**src/rtl/irqc_pkg.sv**
```systemverilog
package irqc_pkg;
   localparam int SRC_PER_GRP  = 8;
   localparam int GRP_PER_QUAD = 4;
   localparam int QUAD_BYTES   = 16;

   localparam logic [1:0] WORD_SET = 2'd0;
   localparam logic [1:0] WORD_CLR = 2'd1;
   localparam logic [1:0] WORD_RAW = 2'd2;
   localparam logic [1:0] WORD_MSK = 2'd3;

   typedef logic [SRC_PER_GRP-1:0] src_vec_t;
endpackage

```
**src/rtl/irqc_group.sv**
```systemverilog
module irqc_group
   import irqc_pkg::*;
#(
   parameter bit LIVE = 1'b1
) (
   input  logic     clk,
   input  logic     rst_n,
   input  src_vec_t src,
   input  src_vec_t set_m,
   input  src_vec_t clr_m,
   output src_vec_t pend_o,
   output src_vec_t en_o,
   output logic     out_o
);
   generate
      if (LIVE) begin : g_live
         src_vec_t pend_q, en_q, en_nx;
         logic     out_q;

         always_comb en_nx = (en_q | set_m) & ~clr_m;

         always_ff @(posedge clk) begin
            if (!rst_n) begin
               pend_q <= '0;
               en_q   <= '0;
               out_q  <= 1'b0;
            end else begin
               pend_q <= src;
               en_q   <= en_nx;
               out_q  <= |(src & en_nx);
            end
         end

         assign pend_o = pend_q;
         assign en_o   = en_q;
         assign out_o  = out_q;
      end else begin : g_dead
         logic unused_dead;
         assign unused_dead = ^{clk, rst_n, src, set_m, clr_m};
         assign pend_o = '0;
         assign en_o   = '0;
         assign out_o  = 1'b0;
      end
   endgenerate
endmodule

```
**src/rtl/irqc_wdec.sv**
```systemverilog
module irqc_wdec
   import irqc_pkg::*;
#(
   parameter int NUM_GROUPS = 64,
   parameter int ADDR_W     = 9
) (
   input  logic                           wr_en,
   input  logic [ADDR_W-1:0]              addr,
   input  logic [31:0]                    wdata,
   output logic [NUM_GROUPS*SRC_PER_GRP-1:0] set_flat,
   output logic [NUM_GROUPS*SRC_PER_GRP-1:0] clr_flat
);
   logic unused_low;
   assign unused_low = ^addr[1:0];

   generate
      for (genvar g = 0; g < NUM_GROUPS; g++) begin : g_grp
         localparam int Q = g / GRP_PER_QUAD;
         localparam int L = g % GRP_PER_QUAD;
         logic hit;
         assign hit = wr_en && (int'(addr[ADDR_W-1:4]) == Q);
         assign set_flat[g*SRC_PER_GRP +: SRC_PER_GRP] =
            (hit && addr[3:2] == WORD_SET) ? wdata[L*SRC_PER_GRP +: SRC_PER_GRP] : '0;
         assign clr_flat[g*SRC_PER_GRP +: SRC_PER_GRP] =
            (hit && addr[3:2] == WORD_CLR) ? wdata[L*SRC_PER_GRP +: SRC_PER_GRP] : '0;
      end
   endgenerate
endmodule

```
**src/rtl/irqc_rmux.sv**
```systemverilog
module irqc_rmux
   import irqc_pkg::*;
#(
   parameter int NUM_GROUPS = 64,
   parameter int ADDR_W     = 9
) (
   input  logic [ADDR_W-1:0]                 addr,
   input  logic [NUM_GROUPS*SRC_PER_GRP-1:0] pend_flat,
   input  logic [NUM_GROUPS*SRC_PER_GRP-1:0] en_flat,
   input  logic [NUM_GROUPS-1:0]             out_vec,
   output logic [31:0]                       rdata
);
   localparam int NQUAD     = NUM_GROUPS / GRP_PER_QUAD;
   localparam int SUM_WORDS = (NUM_GROUPS + 31) / 32;
   localparam int SUM_WBASE = NUM_GROUPS;

   logic unused_low;
   assign unused_low = ^addr[1:0];

   int quad, widx;

   always_comb begin
      quad  = int'(addr[ADDR_W-1:4]);
      widx  = int'(addr[ADDR_W-1:2]);
      rdata = '0;
      if (quad < NQUAD) begin
         for (int g = 0; g < NUM_GROUPS; g++) begin
            if (g / GRP_PER_QUAD == quad) begin
               if (addr[3:2] == WORD_RAW)
                  rdata[(g%GRP_PER_QUAD)*SRC_PER_GRP +: SRC_PER_GRP] =
                     pend_flat[g*SRC_PER_GRP +: SRC_PER_GRP];
               else if (addr[3:2] == WORD_MSK)
                  rdata[(g%GRP_PER_QUAD)*SRC_PER_GRP +: SRC_PER_GRP] =
                     pend_flat[g*SRC_PER_GRP +: SRC_PER_GRP] &
                     en_flat[g*SRC_PER_GRP +: SRC_PER_GRP];
            end
         end
      end else if (widx >= SUM_WBASE && widx < SUM_WBASE + SUM_WORDS) begin
         for (int g = 0; g < NUM_GROUPS; g++) begin
            if (g / 32 == widx - SUM_WBASE)
               rdata[g%32] = out_vec[g];
         end
      end
   end
endmodule

```
**src/rtl/irq_combiner.sv**
```systemverilog
module irq_combiner
   import irqc_pkg::*;
#(
   parameter int NUM_GROUPS    = 64,
   parameter int ACTIVE_GROUPS = 64,
   parameter int ADDR_W        = 9
) (
   input  logic                              clk,
   input  logic                              rst_n,
   input  logic [NUM_GROUPS*SRC_PER_GRP-1:0] irq_in,
   input  logic                              wr_en,
   input  logic [ADDR_W-1:0]                 addr,
   input  logic [31:0]                       wdata,
   output logic [31:0]                       rdata,
   output logic [NUM_GROUPS-1:0]             grp_out
);
   localparam int NSRC        = NUM_GROUPS * SRC_PER_GRP;
   localparam int SUM_WORDS   = (NUM_GROUPS + 31) / 32;
   localparam int SPACE_BYTES = NUM_GROUPS * 4 + SUM_WORDS * 4;

   generate
      if (NUM_GROUPS % GRP_PER_QUAD != 0) begin : g_chk_quad
         $error("NUM_GROUPS must be a multiple of four");
      end
      if (ACTIVE_GROUPS < 1 || ACTIVE_GROUPS > NUM_GROUPS) begin : g_chk_active
         $error("ACTIVE_GROUPS out of range");
      end
      if (ADDR_W < 5 || SPACE_BYTES > (1 << ADDR_W)) begin : g_chk_addr
         $error("ADDR_W too small for the register window");
      end
   endgenerate

   logic [NSRC-1:0] set_flat, clr_flat, pend_flat, en_flat;

   irqc_wdec #(.NUM_GROUPS(NUM_GROUPS), .ADDR_W(ADDR_W)) u_wdec (
      .wr_en   (wr_en),
      .addr    (addr),
      .wdata   (wdata),
      .set_flat(set_flat),
      .clr_flat(clr_flat)
   );

   generate
      for (genvar g = 0; g < NUM_GROUPS; g++) begin : g_grp
         irqc_group #(.LIVE(g < ACTIVE_GROUPS)) u_grp (
            .clk   (clk),
            .rst_n (rst_n),
            .src   (irq_in[g*SRC_PER_GRP +: SRC_PER_GRP]),
            .set_m (set_flat[g*SRC_PER_GRP +: SRC_PER_GRP]),
            .clr_m (clr_flat[g*SRC_PER_GRP +: SRC_PER_GRP]),
            .pend_o(pend_flat[g*SRC_PER_GRP +: SRC_PER_GRP]),
            .en_o  (en_flat[g*SRC_PER_GRP +: SRC_PER_GRP]),
            .out_o (grp_out[g])
         );
      end
   endgenerate

   irqc_rmux #(.NUM_GROUPS(NUM_GROUPS), .ADDR_W(ADDR_W)) u_rmux (
      .addr     (addr),
      .pend_flat(pend_flat),
      .en_flat  (en_flat),
      .out_vec  (grp_out),
      .rdata    (rdata)
   );
endmodule

```
**config.mk**
```make
export PLATFORM = sky130hd
export DESIGN_NAME = irq_combiner
export DESIGN_NICKNAME = d
export VERILOG_FILES = /design/src/rtl/irqc_pkg.sv /design/src/rtl/irqc_group.sv /design/src/rtl/irqc_wdec.sv /design/src/rtl/irqc_rmux.sv /design/src/rtl/irq_combiner.sv
export SDC_FILE = /design/constraint.sdc
export NUM_CORES = 2
export LEC_CHECK = 0
export CAP_MARGIN = 20
export CORE_MARGIN = 2
export CORE_UTILIZATION = 35
export DETAILED_ROUTE_END_ITERATION = 8
export PLACE_DENSITY_LB_ADDON = 0.12
export SETUP_SLACK_MARGIN = 0.3
export SLEW_MARGIN = 20
export SYNTH_ARGS = -nofsm -noshare
export SYNTH_HDL_FRONTEND = slang
export SYNTH_SLANG_ARGS = --single-unit
```
**constraint.sdc**
```tcl
create_clock -name clk -period 4.1 [get_ports clk]
set_input_delay 0.82 -clock clk [delete_from_list [all_inputs] [get_ports clk]]
set_output_delay 0.82 -clock clk [all_outputs]
set_load 0.01 [all_outputs]
```
Yosys cells after proc, flatten, opt, wreduce, memory -nomap -nowiden --
Index checks and enable logic that the tools add are counted.
Word-level totals: register bits 1088, bits of input ports 556
Cells by class: $add $sub $neg 1, $lt $le $gt $ge 3, equality and inequality tests 34, mux-type cells 403, bitwise logic cells 320, reductions and logical operators 116
Operators by type and width (count):
- $mux W8 | 337
- $and A8 B8 Y8 | 192
- $not A8 Y8 | 64
- $or A8 B8 Y8 | 64
- $reduce_or A8 Y1 | 64
- $mux W1 | 64
- $mux W32 | 2
- $logic_and A1 B1 Y1 | 49
- $eq A5 B5 Y1 const A | 8
- $eq A5 B5 Y1 const B | 8
- $eq A2 B32 Y1 const A | 1
- $logic_not A32 Y1 | 1
- $eq A4 B5 Y1 const A | 4
- $eq A5 B4 Y1 const B | 4
- $eq A3 B5 Y1 const A | 2
- $eq A5 B3 Y1 const B | 2
- $sub A7 B7 Y8 const B | 1
- $ge A7 B7 Y1 const B | 1
- $lt A7 B7 Y1 const B | 1
- $eq A2 B5 Y1 const A | 1
- $eq A5 B2 Y1 const B | 1
- $logic_not A5 Y1 | 1
- $lt A5 B5 Y1 const B | 1
- $eq A2 B2 Y1 const B | 2
- other kinds (2) | 2

Logic depth before layout (Yosys ltp) --
word-level depth 55, gate-level depth with buffers 11, gate-level depth less buffers 6

Hierarchy --
A second synthesis with hierarchy kept.
Unflattened totals: cell total of the unflattened synthesis 6286, area, all modules 53791.6 µm²
Modules (own cells, without submodules):
- irqc_group | times used 64, cells each 55, area an instance 579.3 µm², sequential area each 340.3 µm²
- irqc_rmux | times used 1, cells each 1375, area an instance 8911.0 µm², sequential area each 0.0 µm²
- irqc_wdec | times used 1, cells each 1391, area an instance 7805.0 µm², sequential area each 0.0 µm²

Worst setup path after synthesis --
Ideal clock, no wire load.
kind in2out, start input addr[4], end output rdata[5], arrival time 2.560 ns, setup slack 0.720 ns, cell stages on the path 11, buffers on the path 5, cell sequence buf_2 buf_2 nor2b_1 buf_2 nand2_1 buf_2 buf_4 o22ai_1 nor4_1 nand3_1 a211o_1
Between the ends: word-level cells in the longest chain between the ends 53, elaborated cells between the ends (all ways) 78, those cells by class add/sub: 1; order compare: 3; eq/ne: 16; mux: 55; reduce/logical: 3
RTL lines:
- start, declared | RTL line irq_combiner.sv:12 | input logic [ADDR_W-1:0] addr,
- $logic_not A5 Y1 | RTL line irqc_rmux.sv:28 | if (g / GRP_PER_QUAD == quad) begin
- $mux W8 | RTL line irqc_rmux.sv:28
- $mux W8 | RTL line irqc_rmux.sv:32 | else if (addr[3:2] == WORD_MSK)
- $mux W8 | RTL line irqc_rmux.sv:29 | if (addr[3:2] == WORD_RAW)
- $mux W8 | RTL line irqc_rmux.sv:28
- $mux W8
- $mux W8 | RTL line irqc_rmux.sv:32
- $mux W8 | RTL line irqc_rmux.sv:29
- [... 37 more ...]
- $mux W8 | RTL line irqc_rmux.sv:28
- $mux W8 | RTL line irqc_rmux.sv:32
- $mux W8 | RTL line irqc_rmux.sv:29
- $mux W8 | RTL line irqc_rmux.sv:28
- $mux W8 | RTL line irqc_rmux.sv:32
- $mux W8 | RTL line irqc_rmux.sv:29
- $mux W8 | RTL line irqc_rmux.sv:28
- $mux W32 * | RTL line irqc_rmux.sv:26 | if (quad < NQUAD) begin
- end, declared | RTL line irq_combiner.sv:14 | output logic [31:0] rdata,
Every way passes the cells marked *; elsewhere a longest branch is shown, timed or not. The select of a mux whose other input is x is not followed.

Final worst setup path --
start input addr[2], end output rdata[20]
Between the ends: word-level cells in the longest chain between the ends 54, elaborated cells between the ends (all ways) 64, those cells by class add/sub: 1; order compare: 2; eq/ne: 3; mux: 56; reduce/logical: 2
RTL lines (RTL line):
- $eq A2 B2 Y1 | irqc_rmux.sv:32
- $mux W8 | irqc_rmux.sv:32
- $mux W8 | irqc_rmux.sv:29
- $mux W8 | irqc_rmux.sv:28
- $mux W8
- $mux W8 | irqc_rmux.sv:32
- $mux W8 | irqc_rmux.sv:29
- $mux W8 | irqc_rmux.sv:28
- [... 38 more ...]
- $mux W8 | irqc_rmux.sv:28
- $mux W8 | irqc_rmux.sv:32
- $mux W8 | irqc_rmux.sv:29
- $mux W8 | irqc_rmux.sv:28
- $mux W8 | irqc_rmux.sv:32
- $mux W8 | irqc_rmux.sv:29
- $mux W8 | irqc_rmux.sv:28
- $mux W32 * | irqc_rmux.sv:26
Marked as above.

==> impl_metrics.ini <==
[run_status]
status = finished, violations left
violations = negative setup slack

[yosys]
ys_warn_count = 0
synth-edff-count = 0
synthArstFlopShare_pct = 0
synth_ff_type = dfxtp_1
syn_nets = 5952
ys_types = 74
seq_area_frac_synth_pct = 45.4
syn_inst = 5396
synth_area_um2 = 48000
syn_area_per_cell_um2 = 8.90
synth_seq_cells = 1088

[die]
die_h_um = 374
ios = 652
core.rowCount = 135
die_width_um = 374
die_area_um2 = 140000
start_util_pct = 35.4
core_um2 = 136000

[critical_path]
critPathMaxStageDelay_ns = 0.61
critPathSlowestCell = o21ai_0
critPathRequiredTime_ns = 3.28
worstPathCellList = buf_12 -> inv_12 -> buf_6 -> buf_12 -> buf_8 -> o21ai_0 -> a22oi_1 -> o21ai_0 -> a211oi_2 -> a311o_1 -> buf_2
worst-path-max-fanout = 24
crit_type = input pin to output pin
endpoint_kind = output pin
crit_arrival_ns = 3.38
worst_setup_path_start_kind = input pin

[clock_network]
cts_tree = done
ctsRootBufferMaster = clkbuf_16
clkTransAtPathRegs_ns = 0.06
htreeDepth = 3
clk_latency_ns = 0.76
clk_path_buf_depth = 3
numCtsBuffers = 119
cts_sinks = 1088

[route]
routed_via_density = 6.06
vias = 50700
drc = 0
first_pass_iters = 8
detail-route-antenna-nets = 0
wl_per_cell_um = 34.9
initialDrtViolationCount = 6100
totalWireLength_um = 293000

[layout]
fin_util_pct = 51.2
area.growth.synth_to_final_pct = 44.8
drive_gt1_share_pct = 24.1
fin_nets = 7053
instances_no_fill = 8374

[job]
maxCapViolCount = 0

[sta]
finalCritPeriodShare_pct = 102
slew_viol_final = 0
hold_viol = 0
rsz0062_at_grt = yes
max_freq_ghz = 0.238
fin_crit_ns = 4.20
slew_headroom_pct = 21.7
worst_pin_slew_ns = 1.18
setup_viol_count_final = 3
skew_ns = 0.0224
worst_slack_ns = -0.0981

[power_and_ir_drop]
p_per_area_nw_per_um2 = 367
ir_drop_v = 0.000326
leakage_nw = 26.6

[global_routing]
grt.total_usage_pct = 40.0
grt_pass1_vias = 48300
overflow = 0
grt_pass1_wl_um = 391000
antenna_found_initial = 20
grt_max_degree = 242

[placed_design]
placed_cells = 8032
portBuffers = 649
hpwl_um = 224000
gp_congestion = 1.04

[min_path]
hold_class = input pin to flop
## synthesized netlist by cell type (4+ instances only)
cell / n / area share (%)
a32oi_1: 7 / 0.13
nand2_1: 176 / 1.4
or2_2: 4 / 0.052
o21ai_0: 391 / 4.1
buf_1: 23 / 0.18
a311o_1: 15 / 0.31
o22ai_1: 84 / 1.1
buf_2: 170 / 1.8
a31oi_1: 488 / 6.4
nor2_1: 117 / 0.91
nor2b_1: 12 / 0.16
dfxtp_1: 1088 / 45
nand4_1: 18 / 0.23
mux2_2: 67 / 1.6
a21boi_0: 17 / 0.27
a41oi_1: 121 / 2.2
o211ai_1: 36 / 0.56
and2_1: 931 / 12
nor3_1: 6 / 0.063
nand2b_1: 38 / 0.50
nand3_1: 13 / 0.14
o21a_1: 4 / 0.063
a221oi_2: 11 / 0.34
inv_1: 42 / 0.33
mux2i_1: 96 / 2.0
or4_1: 4 / 0.063
o221ai_1: 13 / 0.24
nor3_4: 5 / 0.17
nor4_1: 21 / 0.27
and3_1: 27 / 0.35
buf_4: 74 / 1.2
a21o_1: 22 / 0.34
a21oi_1: 432 / 4.5
a221o_1: 19 / 0.40
a22o_1: 8 / 0.15
buf_6: 5 / 0.12
a22oi_1: 151 / 2.4
a211oi_1: 109 / 1.7
a221oi_1: 36 / 0.66
clkbuf_1: 354 / 2.8
a211o_1: 19 / 0.35
o2111ai_1: 71 / 1.3
## cells in the final DEF, fill, tap and decap left out, drive strengths merged, types with 19 or more instances in the layout
cell / instances
a22oi: 151
o22ai: 84
mux2: 67
clkbuf: 188
and3: 27
nor2: 117
a211oi: 109
dfxtp: 1088
clkinv: 19
a41oi: 121
a221o: 19
clkdlybuf4s50: 577
nand2b: 38
and2: 931
mux2i: 96
a221oi: 47
a21oi: 432
nor4: 21
o211ai: 36
nand2: 176
o2111ai: 71
a211o: 19
a21o: 22
a31oi: 488
o21ai: 394
inv: 46
buf: 1019
## final cells by class
class                      count  area (um^2)
clock buffer                 185         3680
fill                       12900        66300
clock inverter                30          358
timing repair buffer        1606        15400
inverter                      44          186
multi-input combinational   3638        25900
tap                         1781         2230
sequential                  1088        21800
antenna                        2         5.00
## critical path: cells and delay by family
kind,cells,cell delay [ns]
buffers and inverters,6,0.85
AO/OA/AOI/OAI,5,1.67
## where the power goes
group / leakage (nW) / switching, mW / internal, mW
Clock: 2.00 / 4.61 / 6.55
Sequential: 8.91 / 0.121 / 10.9
Combinational: 15.7 / 2.05 / 1.35
Total: 26.6 / 6.79 / 18.8
## kinds of logic (layout without fill, tap and decap cells)
logic type,after synthesis,after routing,share of synthesized area [%]
other cells,0,2,0
flops,1088,1088,45.4
simple gates,1397,1397,16.9
compound gates,2078,2078,27.8
mux,163,163,3.57
buf+inv,670,1865,6.34
## what timing repair did
| action | CTS | global route |
|---|---|---|
| endpoints found under the hold margin | 0 | 0 |
| hold buffers | 0 | 0 |
| setup buffers | 73 | 36 |
| cloned | 13 | 3 |
| pin swaps | 119 | 108 |
| resized for setup | 518 | 241 |
| endpoints found under the setup margin | 32 | 32 |
## path summary, 6_finish.rpt
| kind | start | end | slack (ns) | cells past startpoint |
|---|---|---|---|---|
| max | addr[2] | rdata[20] | -0.1 | 11 |
| min | wdata[24] | g_grp[3].u_grp.en_o[0] | 0.47 | 2 |
| max reg2reg | g_grp[7].u_grp.en_o[7] | g_grp[7].u_grp.out_o | 2.03 | 7 |
| min reg2reg | g_grp[18].u_grp.en_o[2] | g_grp[18].u_grp.en_o[2] | 0.59 | 2 |
## per-layer routing
| metal | routed length, um | part of all wire (%) | vias to the layer above | track usage, % |
|---|---|---|---|---|
| met1 | 116000 | 40 | 25100 | 49.9 |
| met2 | 128000 | 44 | 2916 | 62.2 |
| met5 | 61 | 0.021 | - | 0 |
| met3 | 24000 | 8.2 | 735 | 7.77 |
| met4 | 24300 | 8.3 | 10 | 27.4 |
| li1 | - | - | 22000 | - |
## state kept, by name, summed over array words and instances (netlist names)
register,cells
g_grp.u_grp.pend_o,512
g_grp.u_grp.en_o,512
g_grp.u_grp.out_o,64
## per-stage QoR
stage               instance area [um^2]  power (mW)  setup slack [ns]  setup TNS [ns]  hold WS (ns)
finish                             69500        25.5           -0.0981          -0.140         0.469
global route                       69500        26.1          -0.00500        -0.00615         0.438
CTS                                67900        25.4           0.00387               0         0.413
detailed placement                 61000        14.2             -1.43          -30.79         0.576
global placement                   61000        14.2             -1.38          -30.32         0.564
floorplan                          48000        12.1             0.720               0         0.545
No activity file was read; power rests on OpenSTA's default activity.
